`config.mk`:
```
export PLATFORM = sky130hd
export DESIGN_NAME = boot_map_decoder
export DESIGN_NICKNAME = d
export VERILOG_FILES = /design/src/rtl/bmd_pkg.sv /design/src/rtl/bmd_ctrl_regs.sv /design/src/rtl/bmd_prog_decode.sv /design/src/rtl/bmd_data_decode.sv /design/src/rtl/boot_map_decoder.sv
export SDC_FILE = /design/constraint.sdc
export NUM_CORES = 1
export LEC_CHECK = 0
export BUFFER_PORTS_ARGS = -buffer_cell sky130_fd_sc_hd__buf_2
export CAP_MARGIN = 30
export CORE_MARGIN = 4
export CORE_UTILIZATION = 25
export DETAILED_ROUTE_END_ITERATION = 10
export PLACE_DENSITY = 0.47
export SYNTH_ARGS = -nofsm -noshare
export SYNTH_HDL_FRONTEND = slang
export SYNTH_SLANG_ARGS = --single-unit
```
`constraint.sdc`:
```
create_clock -name clk -period 3.1 [get_ports clk]
set_input_delay 0.155 -clock clk [delete_from_list [all_inputs] [get_ports clk]]
set_output_delay 0.155 -clock clk [all_outputs]
set_load 0.01 [all_outputs]
```
`src/rtl/bmd_pkg.sv`:
```
package bmd_pkg;

    localparam int ADDR_W  = 16;
    localparam int DATA_W  = 8;
    localparam int MAIN_N  = 8;
    localparam int BOOT_N  = 4;
    localparam int PAGE_W  = 2;
    localparam int MIDX_W  = PAGE_W + 1;
    localparam int BIDX_W  = $clog2(BOOT_N);

    // mapping byte bit positions
    localparam int MAP_BOOT_PROG = 1;
    localparam int MAP_MAIN_PROG = 2;
    localparam int MAP_BOOT_DATA = 3;
    localparam int MAP_MAIN_DATA = 4;
    localparam logic [DATA_W-1:0] MAP_RESET = 8'h12;

    // window bases (upper address byte)
    localparam logic [7:0] CTRL_PAGE   = 8'h02;
    localparam logic [7:0] PERIPH_PAGE = 8'h03;
    localparam logic [4:0] SRAM_TOP5   = 5'b00100;

    // control offsets
    localparam logic [7:0] OFF_MAP  = 8'h00;
    localparam logic [7:0] OFF_MODE = 8'h01;

    typedef enum logic {
        WR_IDLE,
        WR_HELD
    } wr_state_e;

    typedef struct packed {
        logic [MAIN_N-1:0] main;
        logic [BOOT_N-1:0] boot;
        logic              sram;
        logic              ctrl;
        logic              periph;
    } sel_t;

endpackage

```
`src/rtl/bmd_ctrl_regs.sv`:
```
module bmd_ctrl_regs
    import bmd_pkg::*;
(
    input  logic                clk,
    input  logic                rst_n,
    input  logic [ADDR_W-1:0]   addr,
    input  logic [DATA_W-1:0]   wdata,
    input  logic                dwr,
    input  logic                drd,
    output logic [DATA_W-1:0]   map_q,
    output logic [PAGE_W-1:0]   page_q,
    output logic                swap_q,
    output logic                unlock_q,
    output logic [DATA_W-1:0]   rdata
);

    localparam int PAD_W = DATA_W - PAGE_W - 2;

    wr_state_e state_q, state_d;
    logic      ctrl_hit;
    logic      load_en;

    assign ctrl_hit = (addr[15:8] == CTRL_PAGE);

    always_ff @(posedge clk or negedge rst_n) begin
        if (!rst_n) state_q <= WR_IDLE;
        else        state_q <= state_d;
    end

    always_comb begin
        state_d = state_q;
        load_en = 1'b0;
        unique case (state_q)
            WR_IDLE: begin
                if (dwr) begin
                    state_d = WR_HELD;
                    load_en = ctrl_hit;
                end
            end
            WR_HELD: begin
                if (!dwr) state_d = WR_IDLE;
            end
        endcase
    end

    always_ff @(posedge clk or negedge rst_n) begin
        if (!rst_n) begin
            map_q    <= MAP_RESET;
            page_q   <= '0;
            swap_q   <= 1'b0;
            unlock_q <= 1'b0;
        end else if (load_en) begin
            if (addr[7:0] == OFF_MAP) begin
                map_q <= wdata;
            end else if (addr[7:0] == OFF_MODE) begin
                page_q   <= wdata[PAGE_W-1:0];
                swap_q   <= wdata[PAGE_W];
                unlock_q <= wdata[PAGE_W+1];
            end
        end
    end

    always_comb begin
        rdata = '0;
        if (drd && ctrl_hit) begin
            if (addr[7:0] == OFF_MAP)
                rdata = map_q;
            else if (addr[7:0] == OFF_MODE)
                rdata = {{PAD_W{1'b0}}, unlock_q, swap_q, page_q};
        end
    end

    AST_MAP_LOAD: assert property (@(posedge clk) disable iff (!rst_n)
        (state_q == WR_IDLE && dwr && ctrl_hit && addr[7:0] == OFF_MAP)
        |=> (map_q == $past(wdata)));

    AST_HELD_NO_LOAD: assert property (@(posedge clk) disable iff (!rst_n)
        (state_q == WR_HELD)
        |=> ($stable(map_q) && $stable(page_q) && $stable(swap_q) && $stable(unlock_q)));

    AST_RDATA_QUIET: assert property (@(posedge clk) disable iff (!rst_n)
        (!drd) |-> (rdata == '0));

endmodule

```
`src/rtl/bmd_prog_decode.sv`:
```
module bmd_prog_decode
    import bmd_pkg::*;
(
    input  logic                clk,
    input  logic                rst_n,
    input  logic                en,
    input  logic [ADDR_W-1:0]   addr,
    input  logic [DATA_W-1:0]   map_q,
    input  logic [PAGE_W-1:0]   page_q,
    input  logic                swap_q,
    output sel_t                sel
);

    logic              boot_p, main_p;
    logic              main_hit, boot_hit;
    logic [MIDX_W-1:0] main_idx;
    logic [BIDX_W-1:0] boot_idx;

    assign boot_p = map_q[MAP_BOOT_PROG];
    assign main_p = map_q[MAP_MAIN_PROG];

    always_comb begin
        main_hit = 1'b0;
        boot_hit = 1'b0;
        main_idx = '0;
        boot_idx = '0;
        if (en) begin
            if (!swap_q) begin
                if (boot_p && addr[15:14] == 2'b00) begin
                    boot_hit = 1'b1;
                    boot_idx = {1'b0, addr[13]};
                end else if (boot_p && addr[15:14] == 2'b11) begin
                    boot_hit = 1'b1;
                    boot_idx = {1'b1, addr[13]};
                end else if (main_p && addr[15]) begin
                    main_hit = 1'b1;
                    main_idx = {page_q, addr[14]};
                end
            end else begin
                if (!addr[15]) begin
                    if (main_p) begin
                        main_hit = 1'b1;
                        main_idx = {{PAGE_W{1'b0}}, addr[14]};
                    end
                end else if (boot_p) begin
                    boot_hit = 1'b1;
                    boot_idx = addr[14:13];
                end else if (main_p && page_q != '0) begin
                    main_hit = 1'b1;
                    main_idx = {page_q, addr[14]};
                end
            end
        end
    end

    for (genvar gi = 0; gi < MAIN_N; gi++) begin : g_main
        assign sel.main[gi] = main_hit && (main_idx == MIDX_W'(gi));
    end
    for (genvar gb = 0; gb < BOOT_N; gb++) begin : g_boot
        assign sel.boot[gb] = boot_hit && (boot_idx == BIDX_W'(gb));
    end
    assign sel.sram   = 1'b0;
    assign sel.ctrl   = 1'b0;
    assign sel.periph = 1'b0;

    AST_SWAP_LOW: assert property (@(posedge clk) disable iff (!rst_n)
        (en && swap_q && main_p && !addr[15])
        |-> (sel.main[0] != sel.main[1]) && (sel.boot == '0));

    AST_BOOT_WINS: assert property (@(posedge clk) disable iff (!rst_n)
        (en && !swap_q && boot_p && addr[15:14] == 2'b11)
        |-> (sel.main == '0));

endmodule

```
`src/rtl/bmd_data_decode.sv`:
```
module bmd_data_decode
    import bmd_pkg::*;
(
    input  logic                clk,
    input  logic                rst_n,
    input  logic                en,
    input  logic                dwr,
    input  logic [ADDR_W-1:0]   addr,
    input  logic [DATA_W-1:0]   map_q,
    input  logic [PAGE_W-1:0]   page_q,
    input  logic                unlock_q,
    output sel_t                sel,
    output logic                boot_we
);

    logic              boot_d, main_d;
    logic              main_hit, boot_hit;
    logic [MIDX_W-1:0] main_idx;
    logic [BIDX_W-1:0] boot_idx;

    assign boot_d = map_q[MAP_BOOT_DATA];
    assign main_d = map_q[MAP_MAIN_DATA] | map_q[MAP_MAIN_PROG];

    always_comb begin
        main_hit = 1'b0;
        boot_hit = 1'b0;
        main_idx = '0;
        boot_idx = '0;
        if (en && addr[15]) begin
            if (boot_d) begin
                boot_hit = 1'b1;
                boot_idx = addr[14:13];
            end else if (main_d) begin
                main_hit = 1'b1;
                main_idx = {page_q, addr[14]};
            end
        end
    end

    for (genvar gi = 0; gi < MAIN_N; gi++) begin : g_main
        assign sel.main[gi] = main_hit && (main_idx == MIDX_W'(gi));
    end
    for (genvar gb = 0; gb < BOOT_N; gb++) begin : g_boot
        assign sel.boot[gb] = boot_hit && (boot_idx == BIDX_W'(gb));
    end

    assign sel.ctrl   = en && (addr[15:8] == CTRL_PAGE);
    assign sel.periph = en && (addr[15:8] == PERIPH_PAGE);
    assign sel.sram   = en && (addr[15:11] == SRAM_TOP5);

    assign boot_we = dwr && boot_hit && (boot_idx[BIDX_W-1] == unlock_q);

    AST_WE_NEEDS_WRITE: assert property (@(posedge clk) disable iff (!rst_n)
        boot_we |-> (dwr && en && $onehot(sel.boot)));

endmodule

```
`src/rtl/boot_map_decoder.sv`:
```
module boot_map_decoder
    import bmd_pkg::*;
(
    input  logic         clk,
    input  logic         rst_n,
    input  logic [15:0]  addr,
    input  logic [7:0]   wdata,
    input  logic         fetch,
    input  logic         rd,
    input  logic         wr,
    output logic [7:0]   main_sel,
    output logic [3:0]   boot_sel,
    output logic         sram_sel,
    output logic         ctrl_sel,
    output logic         periph_sel,
    output logic         unmapped,
    output logic         boot_we,
    output logic [7:0]   rdata
);

    logic              drd, dwr, data_en, any_strobe;
    logic [DATA_W-1:0] map_q;
    logic [PAGE_W-1:0] page_q;
    logic              swap_q, unlock_q;
    sel_t              prog_sel, data_sel, sel;
    logic              data_we;

    assign drd        = rd & ~fetch;
    assign dwr        = wr & ~fetch;
    assign data_en    = drd | dwr;
    assign any_strobe = fetch | rd | wr;

    bmd_ctrl_regs u_regs (
        .clk      (clk),
        .rst_n    (rst_n),
        .addr     (addr),
        .wdata    (wdata),
        .dwr      (dwr),
        .drd      (drd),
        .map_q    (map_q),
        .page_q   (page_q),
        .swap_q   (swap_q),
        .unlock_q (unlock_q),
        .rdata    (rdata)
    );

    bmd_prog_decode u_prog (
        .clk    (clk),
        .rst_n  (rst_n),
        .en     (fetch),
        .addr   (addr),
        .map_q  (map_q),
        .page_q (page_q),
        .swap_q (swap_q),
        .sel    (prog_sel)
    );

    bmd_data_decode u_data (
        .clk      (clk),
        .rst_n    (rst_n),
        .en       (data_en),
        .dwr      (dwr),
        .addr     (addr),
        .map_q    (map_q),
        .page_q   (page_q),
        .unlock_q (unlock_q),
        .sel      (data_sel),
        .boot_we  (data_we)
    );

    always_comb begin
        sel = fetch ? prog_sel : data_sel;
    end

    assign main_sel   = sel.main;
    assign boot_sel   = sel.boot;
    assign sram_sel   = sel.sram;
    assign ctrl_sel   = sel.ctrl;
    assign periph_sel = sel.periph;
    assign boot_we    = data_we;
    assign unmapped   = any_strobe && (sel == '0);

    AST_SEL_ONEHOT: assert property (@(posedge clk) disable iff (!rst_n)
        $onehot0({main_sel, boot_sel, sram_sel, ctrl_sel, periph_sel}));

    AST_IDLE_QUIET: assert property (@(posedge clk) disable iff (!rst_n)
        !(fetch || rd || wr) |-> ({main_sel, boot_sel, sram_sel, ctrl_sel, periph_sel, unmapped, boot_we} == '0));

    AST_UNMAPPED_EXCL: assert property (@(posedge clk) disable iff (!rst_n)
        unmapped |-> ({main_sel, boot_sel, sram_sel, ctrl_sel, periph_sel} == '0));

    AST_FETCH_NO_WE: assert property (@(posedge clk) disable iff (!rst_n)
        fetch |-> !boot_we && !ctrl_sel && !sram_sel && !periph_sel);

endmodule

```
==> summary.md, run 1 <==
| Metric | Value |
|---|---|
| Status | complete, no violations |
| Boundary pin count | 54 |
| RSZ-0062 raised after global routing | false |
| Core Rows | 23 |
| Async S/R FF share, synth | 1.000 |
| Clk pin slew, worst setup/hold paths | 0.05 ns |
| H-Tree Level Count | 1 |
| Final Setup Violations | 0 |
| Hold crit path type | in2reg |
| Deepest clock path buffer count | 2 |
| Max FO, Critical Path | 12 |
| Syn Inst Count | 127 |
| Antenna-violating nets left | 0 |
| Drt total wl | 3243 um |
| Post-CTS setup buffers | 0 |
| Reg-to-Reg Start | u_regs.state_q |
| TritonCTS clock tree | done |
| Initial antenna violation count | 0 |
| Root Buffer | clkbuf_8 |
| Slew @ Worst Pin | 0.4424 ns |
| Std-Cell Core Area | 0.004086 mm^2 |
| Die Ht | 73.65 um |
| Synthesized flop and latch total | 13 |
| Post-Synthesis Cell Area | 0.001077 mm^2 |
| Largest area contributor in the synthesized netlist | dfrtp_1 |
| Max stage delay cell, worst path | or4_4 |
| Worst vdd ir | about 0.19 mV |
| DRT iter0 DRCs | 99 |
| Logic pwr share | 0.124 |
| R2R Setup Slk | between 1.5 and 2 ns |
| Crit. End Element | primary output |
| Critical path cell sequence | buf_2 > or4_4 > or4_4 > or3b_4 > nor3_4 > and2_2 > buf_2 |
| Clk sinks | 13 |
| Hold path endpoint | u_regs.map_q[5] |
| Critical Path Source Type | input port |
| Net Sw Power | roughly 0.082 mW |
| Leakage | 0.6988 nW |
| Width of the die | 73.65 um |
| Fmax | 411.5 MHz |
| Max Slew Vio Count | 0 |
| Post-CTS resize count | 0 |
| Total Nets Final | 211 |
| P&R area growth vs syn | 33.80% |
| Worst skew pair latency | 0.24 ns |
| Syn nets | between 150 and 200 |
| R2r endpoint | u_regs.page_q[0] |
| Slowest stage delay, CP | approximately 0.52 ns |
| Multi-input gate area | roughly 710 um^2 |
| Core Util, Final | 0.3527 |
| Avg Cell Area, Syn | between 8 and 9 um^2 |
| First drt pass iteration count | 4 |
| Register area | around 330 um^2 |
| GR Util All Layers | 0.1194 |
| Skew final | about 0.0034 ns |
| Largest net degree at the start of global routing | 14 |
| Wire per inst | 14.04 um |
| Vias per inst | 5.000 |
| Gr ovfl total | 0 |
| Setup Crit Path Kind | in2out |
| EDFF count, synth | 0 |
| Initial Util | 0.2636 |
| Synth top area cells | dfrtp_1 26%, mux2_2 13%, nor2_1 5.9%, dfstp_2 4.9%, and2_1 3.5% |
| Drc violations | 0 |
| CTS Buf Count | 3 |
| Share of the synthesized area in the top cell type | 0.2555 |
| Fin Setup TNS | 0 ns |
| Worst reg-to-reg path cell count | 3 |
| Int Power | 0.2812 mW |
| WP data arrival | 2.28 ns |
| Max-cap viol count | 0 |
| Sequential share of the synthesized area | 0.3043 |
| Die outline area | 0.005424 mm^2 |
| Top FF cell, synth | dfrtp_1 |
| Fin crit share | 0.7840 |
| Filler instances | 451 |
| Final Hold Fails | 0 |
| Via count | 1155 |
| Seq pwr share | 0.470 |
| HPWL after DPL | 2608 um |
| Gpl congestion | 0.8150 |
| Clock Power Share | 0.406 |
| Vias in the first global route | 1183 |
| Distinct cells, synth | 40 |
| Slew HR | 0.6974 |
| Synth Warn # | 0 |
| Worst Path Required | 2.94 ns |
| Cts hold-fix bufs | 1 |
| Hold Path Cell Cnt | 2 |
| HP Start | wdata[5] |
| Final worst path period need | between 2 and 2.5 ns |
| Share of cells above drive strength 1 | 0.4586 |
| PortBufs | 53 |
| Ant diodes | 0 |
| Switching part of the total | 0.2265 |
| First-pass GRT wire length | 5133 um |
| Pwr dens | 252.2 mW/mm^2 |
[critical path, delay by kind of cell]
kind / cells / cell delay, ns
buffers and inverters: 2 / 0.29
AND/OR/NAND/NOR: 5 / 1.83
[metrics by stage]
| stage | setup slack, ns | total power, mW | area (um^2) | hold slack (ns) | std cells |
|---|---|---|---|---|---|
| 6_report | 0.6696 | 0.3635 | 1441 | 0.1451 | 231 |
| 5_1_grt | 0.5751 | 0.3853 | 1441 | 0.1375 | 231 |
| 4_1_cts | 0.6735 | 0.3717 | 1441 | 0.1397 | 231 |
| 3_5_place_dp | 0.6803 | 0.2185 | 1386 | 0.06229 | 226 |
| 3_3_place_gp | 0.7124 | 0.2171 | 1386 | 0.05422 | 226 |
| 2_1_floorplan | 0.9967 | 0.1913 | 1077 | -0.1406 | 127 |
[cell type report]
cell class | instances | area share
clock buffer | 4 | 0.03125
timing repair buffer | 55 | 0.1962
inverter | 4 | 0.01042
multi-input combinational | 105 | 0.4913
tap | 50 | 0.04340
sequential | 13 | 0.2274
[sequential cells by signal, indices dropped and copies added (netlist names)]
signal,cells
u_regs.map_q,8
u_regs.swap_q,1
u_regs.page_q,2
u_regs.state_q,1
u_regs.unlock_q,1
[cell families after synthesis]
logic type / after synthesis / synth area share
muxes: 12 / 0.1254
buffers and inverters: 9 / 0.03832
and+or+nand+nor: 65 / 0.3508
xor gates and xnor gates: 1 / 0.008132
AOI/OAI and AO/OA: 27 / 0.1731
DFF: 13 / 0.3043
[synthesized netlist by cell type (3+ instances only)]
master,number
a21oi_1,6
a22oi_1,4
and2_1,6
and2_2,4
clkbuf_1,3
dfrtp_1,11
inv_1,4
mux2_2,12
nand2_1,8
nand3_1,3
nor2_1,17
nor3_1,7
o211ai_1,5
o21bai_1,3
[worst max path at each step]
stage / startpoint / end / cells after the start
2_1_floorplan: addr[11] / rdata[4] / 5
3_3_place_gp: addr[15] / rdata[4] / 7
3_5_place_dp: addr[15] / rdata[7] / 7
4_1_cts: addr[15] / rdata[7] / 7
5_1_grt: u_regs.page_q[1] / unmapped / 6
6_report: addr[15] / rdata[7] / 7
[layout by cell type, fill, tap and decap left out, types with 4 or more instances in the layout]
cell       n
a21oi_1    6
nor3_1     7
a22oi_1    4
o211ai_1   5
and2_2     4
inv_1      4
nor2_1    17
mux2_2    12
nand2_1    8
buf_2     53
and2_1     6
dfrtp_1   11
[power by group through the flow]
stage / sequential, mW / clock, mW / combinational [mW]
floorplan: 0.174 / 0 / 0.0175
global placement: 0.174 / 0 / 0.0432
detailed placement: 0.174 / 0 / 0.0446
CTS: 0.171 / 0.155 / 0.0457
global route: 0.171 / 0.164 / 0.0505
finish: 0.171 / 0.148 / 0.0449
[routing by layer]
metal	up-vias	wire [um]	share of wire	global-route usage
met1	542	1374	0.42	0.1393
li1	570	-	-	-
met3	4	246	0.076	0.01915
met5	-	0	0	0
met4	0	34	0.010	0.04628
met2	39	1587	0.49	0.2156
Note: power is estimated with default switching activity, not from simulation.
==> run 2, diff against run 1 <==
- PLACE_DENSITY: 0.47 -> 0.49
- clock period: 3.1 -> 2.2 ns (I/O delays scaled with it)
==> run 2 against run 1 <==
The flow now finishes with violations (setup timing). Sequential share of layout area fell by 2.3 points. Clock skew decreased by 0.0021 ns. Worst hold slack lost 0.041 ns. Worst setup slack got worse by 0.69 ns. Global-route usage up 1.2 points. Via count increased by 6.2%. Critical endpoint is now rdata[6]. Largest power group unchanged.
==> summary.md, run 2 (synthesis results as in run 1) <==
| Metric | Value |
|---|---|
| Gr ovfl total | 0 (unchanged) |
| Final Setup Violations | 4 (was 0) |
| Deepest clock path buffer count | 2 (unchanged) |
| DRT iter0 DRCs | 53 (was 99) |
| Die Ht | 73.65 um (unchanged) |
| Setup Crit Path Kind | in2out (unchanged) |
| Int Power | 0.4019 mW (was 0.2812 mW) |
| Worst Path Required | 2.09 ns (was 2.94 ns) |
| Largest net degree at the start of global routing | 14 (unchanged) |
| Via count | 1227 (was 1155) |
| Seq pwr share | 0.461 (was 0.470) |
| Vias in the first global route | 1263 (was 1183) |
| Worst skew pair latency | 0.24 ns (about the same) |
| Max FO, Critical Path | 4 (was 12) |
| Clock Power Share | 0.404 (was 0.406) |
| Fin crit share | 1.009 |
| Largest register FFs | 8 (unchanged) |
| Total Nets Final | 224 (was 211) |
| GR Util All Layers | 0.1315 (was 0.1194) |
| RSZ-0062 raised after global routing | true (was false) |
| Drc violations | 0 (unchanged) |
| First drt pass iteration count | 4 (unchanged) |
| Core Util, Final | 0.3916 (was 0.3527) |
| Pwr dens | 326.2 mW/mm^2 (was 252.2 mW/mm^2) |
| Multi-input gate area | 732.0 um^2 (was 708.2 um^2) |
| Wire per inst | 13.66 um (was 14.04 um) |
| Critical Path Source Type | input port (unchanged) |
| Leakage | 0.7780 nW (was 0.6988 nW) |
| HPWL after DPL | 2697 um (was 2608 um) |
| Initial antenna violation count | 0 (unchanged) |
| Clk pin slew, worst setup/hold paths | 0.06 ns (was 0.05 ns) |
| Drt total wl | 3332 um (was 3243 um) |
| TritonCTS clock tree | done (unchanged) |
| WP data arrival | 2.11 ns (was 2.28 ns) |
| Worst vdd ir | 0.3605 mV (was 0.1886 mV) |
| Slew HR | 0.7258 (was 0.6974) |
| Final worst path period need | 2.220 ns |
| Slew @ Worst Pin | 0.4079 ns (was 0.4424 ns) |
| Fmax | 450.4 MHz |
| Final Hold Fails | 0 (unchanged) |
| Register area | 327.8 um^2 (unchanged) |
| Max-cap viol count | 0 (unchanged) |
| Ant diodes | 0 (unchanged) |
| P&R area growth vs syn | 48.55% (was 33.80%) |
| Root Buffer | clkbuf_8 (unchanged) |
| PortBufs | 53 (unchanged) |
| Std-Cell Core Area | 0.004086 mm^2 (unchanged) |
| Width of the die | 73.65 um (unchanged) |
| Final worst slack | -0.02006 ns (was 0.6696 ns) |
| Status | complete, but fails checks (was complete, no violations) |
| First-pass GRT wire length | 5685 um (was 5133 um) |
| Net Sw Power | 0.1201 mW (was 0.08232 mW) |
| Final instance area | 0.001600 mm^2 (was 0.001441 mm^2) |
| Hold crit path type | in2reg (unchanged) |
| Crit. End Element | primary output (unchanged) |
| Die outline area | 0.005424 mm^2 (unchanged) |
| Logic pwr share | 0.135 (was 0.124) |
| Vias per inst | 5.029 (was 5.000) |
| Failing checks | setup timing |
| Filler instances | 439 (was 451) |
| Share of cells above drive strength 1 | 0.5206 (was 0.4586) |
| CTS Buf Count | 3 (unchanged) |
| Antenna-violating nets left | 0 (unchanged) |
| Registers with the most flip-flops | u_regs.map_q (8), u_regs.page_q (2) (unchanged) |
| Reg with most FFs | u_regs.map_q (unchanged) |
| H-Tree Level Count | 1 (unchanged) |
| Core Rows | 23 (unchanged) |
| Commonest non-fill, non-tap cell in the layout | buf_2 (unchanged) |
| Initial Util | 0.2636 (unchanged) |
| Cell Area, Placed | 0.001446 mm^2 (was 0.001386 mm^2) |
| Skew final | 0.001325 ns (was 0.003435 ns) |
| Gpl congestion | 0.7576 (was 0.8150) |
| Switching part of the total | 0.2301 (was 0.2265) |
| Most frequent cells in the layout | 47 x buf_2, 14 x nor2_1, 14 x buf_4, 12 x mux2_2, 11 x dfrtp_1 (was 53 x buf_2, 17 x nor2_1, 12 x mux2_2, 11 x dfrtp_1, 8 x nand2_1) |
| Max Slew Vio Count | 0 (unchanged) |
| Boundary pin count | 54 (unchanged) |
| Clk sinks | 13 (unchanged) |
[run 2: metal layers]
metal	GRT usage	vias up	part of all wire
met4	0.03823	0	0.014
met2	0.2283	45	0.49
li1	-	600	-
met3	0.01915	4	0.072
met1	0.1672	578	0.43
met5	0	-	0
[run 2: power by group through the flow]
| stage | Combinational [mW] | Clock (mW) | Sequential (mW) |
|---|---|---|---|
| 6_report | 0.0703 | 0.211 | 0.241 |
| 2_1_floorplan | 0.0246 | 0 | 0.245 |
| 4_1_cts | 0.0693 | 0.217 | 0.241 |
| 3_5_place_dp | 0.0666 | 0 | 0.245 |
| 3_3_place_gp | 0.0646 | 0 | 0.245 |
| 5_1_grt | 0.0803 | 0.234 | 0.241 |
[run 2: final timing paths]
kind                            startpoint         endpoint  slack (ns)  cells past startpoint
setup / recovery                  addr[12]         rdata[6]       -0.02                      7
hold / removal                    wdata[7]  u_regs.map_q[7]        0.10                      2
setup reg to reg            u_regs.state_q    u_regs.swap_q        0.88                      3
hold reg to reg            u_regs.map_q[7]  u_regs.map_q[7]        0.51                      1
max in group asynchronous            rst_n  u_regs.map_q[1]        1.63                      2
min in group asynchronous            rst_n  u_regs.map_q[5]        0.29                      2
[run 2: worst max-delay path, stage by stage]
cell and delay (ns):
buf_6 0.09, or4_4 0.53, or4_4 0.44, or3b_4 0.41, nor3_4 0.25, and2_4 0.18
buf_6 0.09
[run 2: cell type report]
cell class | count | area share
Tap cell | 50 | 0.03909
Sequential cell | 13 | 0.2048
Multi-Input combinational cell | 105 | 0.4574
Timing Repair Buffer | 68 | 0.2611
Inverter | 4 | 0.009382
Clock buffer | 4 | 0.02815
[run 2: timing repair]
item / in CTS / in global routing
gates resized for setup: 7 / 9
setup buffers: 4 / 1
pin swaps: 2 / 8
hold endpoints to repair: 11 / 0
hold buffers: 1 / 0
setup endpoints to repair: 9 / 9
[run 2: through the flow]
stage | setup TNS (ns) | hold slack [ns] | cells | setup slack [ns] | power [mW]
global placement | -0.1863 | 0.01097 | 234 | -0.03167 | 0.3095
finish | -0.06594 | 0.1041 | 244 | -0.02006 | 0.5220
global route | -0.3412 | 0.1049 | 244 | -0.08844 | 0.5552
CTS | -0.2367 | 0.1042 | 243 | -0.06885 | 0.5271
detailed placement | -0.8050 | 0.01779 | 234 | -0.08623 | 0.3115
floorplan | 0 | -0.1856 | 127 | 0.1803 | 0.2696
==> run 3, diff against run 2 <==
- CORE_MARGIN: 4 -> 1
- SKIP_LAST_GASP: default -> 1
==> run 3 against run 2 <==
The run now ends clean. Die area down 16%. Cell area down 2.4%. Register-to-register slack about the same. Largest cell class unchanged.
==> summary.md, run 3 (synthesis results as in run 1) <==
| Metric | Value |
|---|---|
| Status | complete, no violations (was complete, but fails checks) |
| Final Hold Fails | 0 (unchanged) |
| Slew @ Worst Pin | 0.4375 ns (was 0.4079 ns) |
| Reg with most FFs | u_regs.map_q (unchanged) |
| Std-Cell Core Area | 0.004058 mm^2 (was 0.004086 mm^2) |
| Registers with the most flip-flops | u_regs.map_q (8), u_regs.page_q (2) (unchanged) |
| CTS Buf Count | 3 (unchanged) |
| Cell repeated most along the worst path | or4_4 |
| Die Ht | 67.65 um (was 73.65 um) |
| Max stage delay cell, worst path | or4_4 (unchanged) |
| Max-cap viol count | 0 (unchanged) |
| Clk sinks | 13 (unchanged) |
| Worst vdd ir | 0.2262 mV (was 0.3605 mV) |
| M1 WL | 1474 um (was 1421 um) |
| DR WL met3 | 148 um (was 239 um) |
| P&R area growth vs syn | 44.95% (was 48.55%) |
| Drc violations | 0 (unchanged) |
| Slew HR | 0.7058 (was 0.7258) |
| Crit. End Element | primary output (unchanged) |
| Skew final | 0.003878 ns (was 0.001325 ns) |
| Vias per inst | 5.086 (was 5.029) |
| Fin crit share | 0.9728 (was 1.009) |
| Fmax | 467.3 MHz (was 450.4 MHz) |
| Drt total wl | 3304 um (was 3332 um) |
| Slowest stage delay, CP | 0.53 ns (about the same) |
| Width of the die | 67.65 um (was 73.65 um) |
| Pwr dens | 337.0 mW/mm^2 (was 326.2 mW/mm^2) |
| Placed Instances | 234 (unchanged) |
| Hold crit path type | in2reg (unchanged) |
| DR top layer | met4 (unchanged) |
| Routed wl met2 | 1603 um (was 1624 um) |
| Initial Util | 0.2655 (was 0.2636) |
| Max FO, Critical Path | 4 (unchanged) |
| Leakage | 0.7686 nW (was 0.7780 nW) |
| Worst reg-to-reg path cell count | 3 (unchanged) |
| Final non-filler cell total | 244 (unchanged) |
| R2R Setup Slk | 0.87 ns (was 0.88 ns) |
| Hold Path Cell Cnt | 2 (unchanged) |
| Setup Crit Path Kind | in2out (unchanged) |
| Final Setup Violations | 0 (was 4) |
| Critical path cell sequence | buf_6 > or4_4 > or4_4 > or3b_4 > nor3_4 > and2_2 > buf_2 (was buf_6 > or4_4 > or4_4 > or3b_4 > nor3_4 > and2_4 > buf_6) |
| WP data arrival | 2.03 ns (was 2.11 ns) |
| Worst Hold Slack | 0.09304 ns (was 0.1041 ns) |
| Deepest clock path buffer count | 2 (unchanged) |
| Critical Path Source Type | input port (unchanged) |
| GR Util All Layers | 0.1464 (was 0.1315) |
| Initial antenna violation count | 0 (unchanged) |
| Power Total | 0.5262 mW (was 0.5220 mW) |
| Total Nets Final | 224 (unchanged) |
| Boundary pin count | 54 (unchanged) |
| Worst skew pair latency | 0.25 ns (was 0.24 ns) |
| Via count | 1241 (was 1227) |
| PortBufs | 53 (unchanged) |
| Final instance area | 0.001562 mm^2 (was 0.001600 mm^2) |
| Vias in the first global route | 1195 (was 1263) |
| Filler instances | 425 (was 439) |
| CP delay by family, top | simple AND/OR/NAND/NOR gates (unchanged) |
| Worst Path Required | 2.09 ns (about the same) |
| Ant diodes | 0 (unchanged) |
| Reg-to-Reg Start | u_regs.state_q (unchanged) |
| Commonest non-fill, non-tap cell in the layout | buf_2 (unchanged) |
| Share of cells above drive strength 1 | 0.5000 (was 0.5206) |
| Gr ovfl total | 0 (unchanged) |
| First-pass GRT wire length | 5030 um (was 5685 um) |
| Final worst path period need | 2.140 ns (was 2.220 ns) |
| Most frequent cells in the layout | 51 x buf_2, 17 x nor2_1, 14 x buf_4, 12 x mux2_2, 11 x dfrtp_1 (was 47 x buf_2, 14 x nor2_1, 14 x buf_4, 12 x mux2_2, 11 x dfrtp_1) |
| Root Buffer | clkbuf_8 (unchanged) |
| Max Slew Vio Count | 0 (unchanged) |
| RSZ-0062 raised after global routing | true (unchanged) |
| Hold path endpoint | u_regs.map_q[6] (was u_regs.map_q[7]) |
| First drt pass iteration count | 5 (was 4) |
| Cell Area, Placed | 0.001446 mm^2 (unchanged) |
| Largest net degree at the start of global routing | 14 (unchanged) |
| HP Start | wdata[6] (was wdata[7]) |
| R2r endpoint | u_regs.unlock_q (was u_regs.swap_q) |
| HPWL after DPL | 2546 um (was 2697 um) |
| Wire per inst | 13.54 um (was 13.66 um) |
| DRT iter0 DRCs | 14 (was 53) |
| TritonCTS clock tree | done (unchanged) |
| Fin Setup TNS | 0 ns (was -0.06594 ns) |
| Antenna-violating nets left | 0 (unchanged) |
| Clk pin slew, worst setup/hold paths | 0.06 ns (about the same) |
| H-Tree Level Count | 1 (unchanged) |
| Die outline area | 0.004576 mm^2 (was 0.005424 mm^2) |
| Core Rows | 23 (unchanged) |
| Largest register FFs | 8 (unchanged) |
| Worst Path Buf+Inv | 2 (unchanged) |
| Gpl congestion | 0.7453 (was 0.7576) |
run 3: final cells by class:
cell class                 instances  area (um^2)  area share
clock buffer                       4        45.04     0.02885
inverter                           4        15.01    0.009615
multi-input combinational        105        718.2      0.4599
sequential                        13        327.8      0.2099
tap                               50        62.56     0.04006
timing repair buffer              68        392.9      0.2516
run 3: how the worst max path moves through the flow:
| stage | start | to | cells past startpoint |
|---|---|---|---|
| after floorplan | addr[11] | u_regs.page_q[0] | 5 |
| after global placement | addr[11] | rdata[4] | 7 |
| after detailed placement | addr[11] | rdata[5] | 7 |
| after CTS | addr[14] | rdata[4] | 7 |
| after global routing | addr[14] | rdata[6] | 7 |
| final | addr[14] | rdata[6] | 7 |
run 3: layer usage:
metal	vias to the layer above	track usage
li1	603	-
met1	586	0.1694
met2	44	0.2512
met3	8	0.02027
met4	0	0.09043
met5	-	0
run 3: power breakdown:
part / internal, mW / switching [mW] / leakage, nW / total, mW
sequential: 0.240 / 0.000412 / 0.173 / 0.241
clock: 0.128 / 0.0875 / 0.0228 / 0.216
combinational: 0.0330 / 0.0367 / 0.573 / 0.0697
total: 0.402 / 0.125 / 0.769 / 0.526
run 3: worst register-to-register path: cells and delay by family, from the launching register on:
kind / cells / cell delay, ns
multiplexers: 1 / 0.36
AND/OR/NAND/NOR: 2 / 0.48
flip-flops: 1 / 0.37
run 3: metrics by stage:
stage	utilization	worst slack [ns]
finish	0.3848	0.05991
global route	0.3848	-0.004673
CTS	0.3830	-0.03122
detailed placement	0.3565	-0.07081
global placement	0.3565	-0.02230
floorplan	-	0.1803
run 3: what timing repair did:
action | CTS | global route
hold buffers | 1 | 0
setup buffers | 4 | 1
gates cloned | 0 | 0
pin swaps | 6 | 2
endpoints found under the setup margin | 9 | 5
hold endpoints to repair | 11 | 0
gates resized for setup | 5 | 0
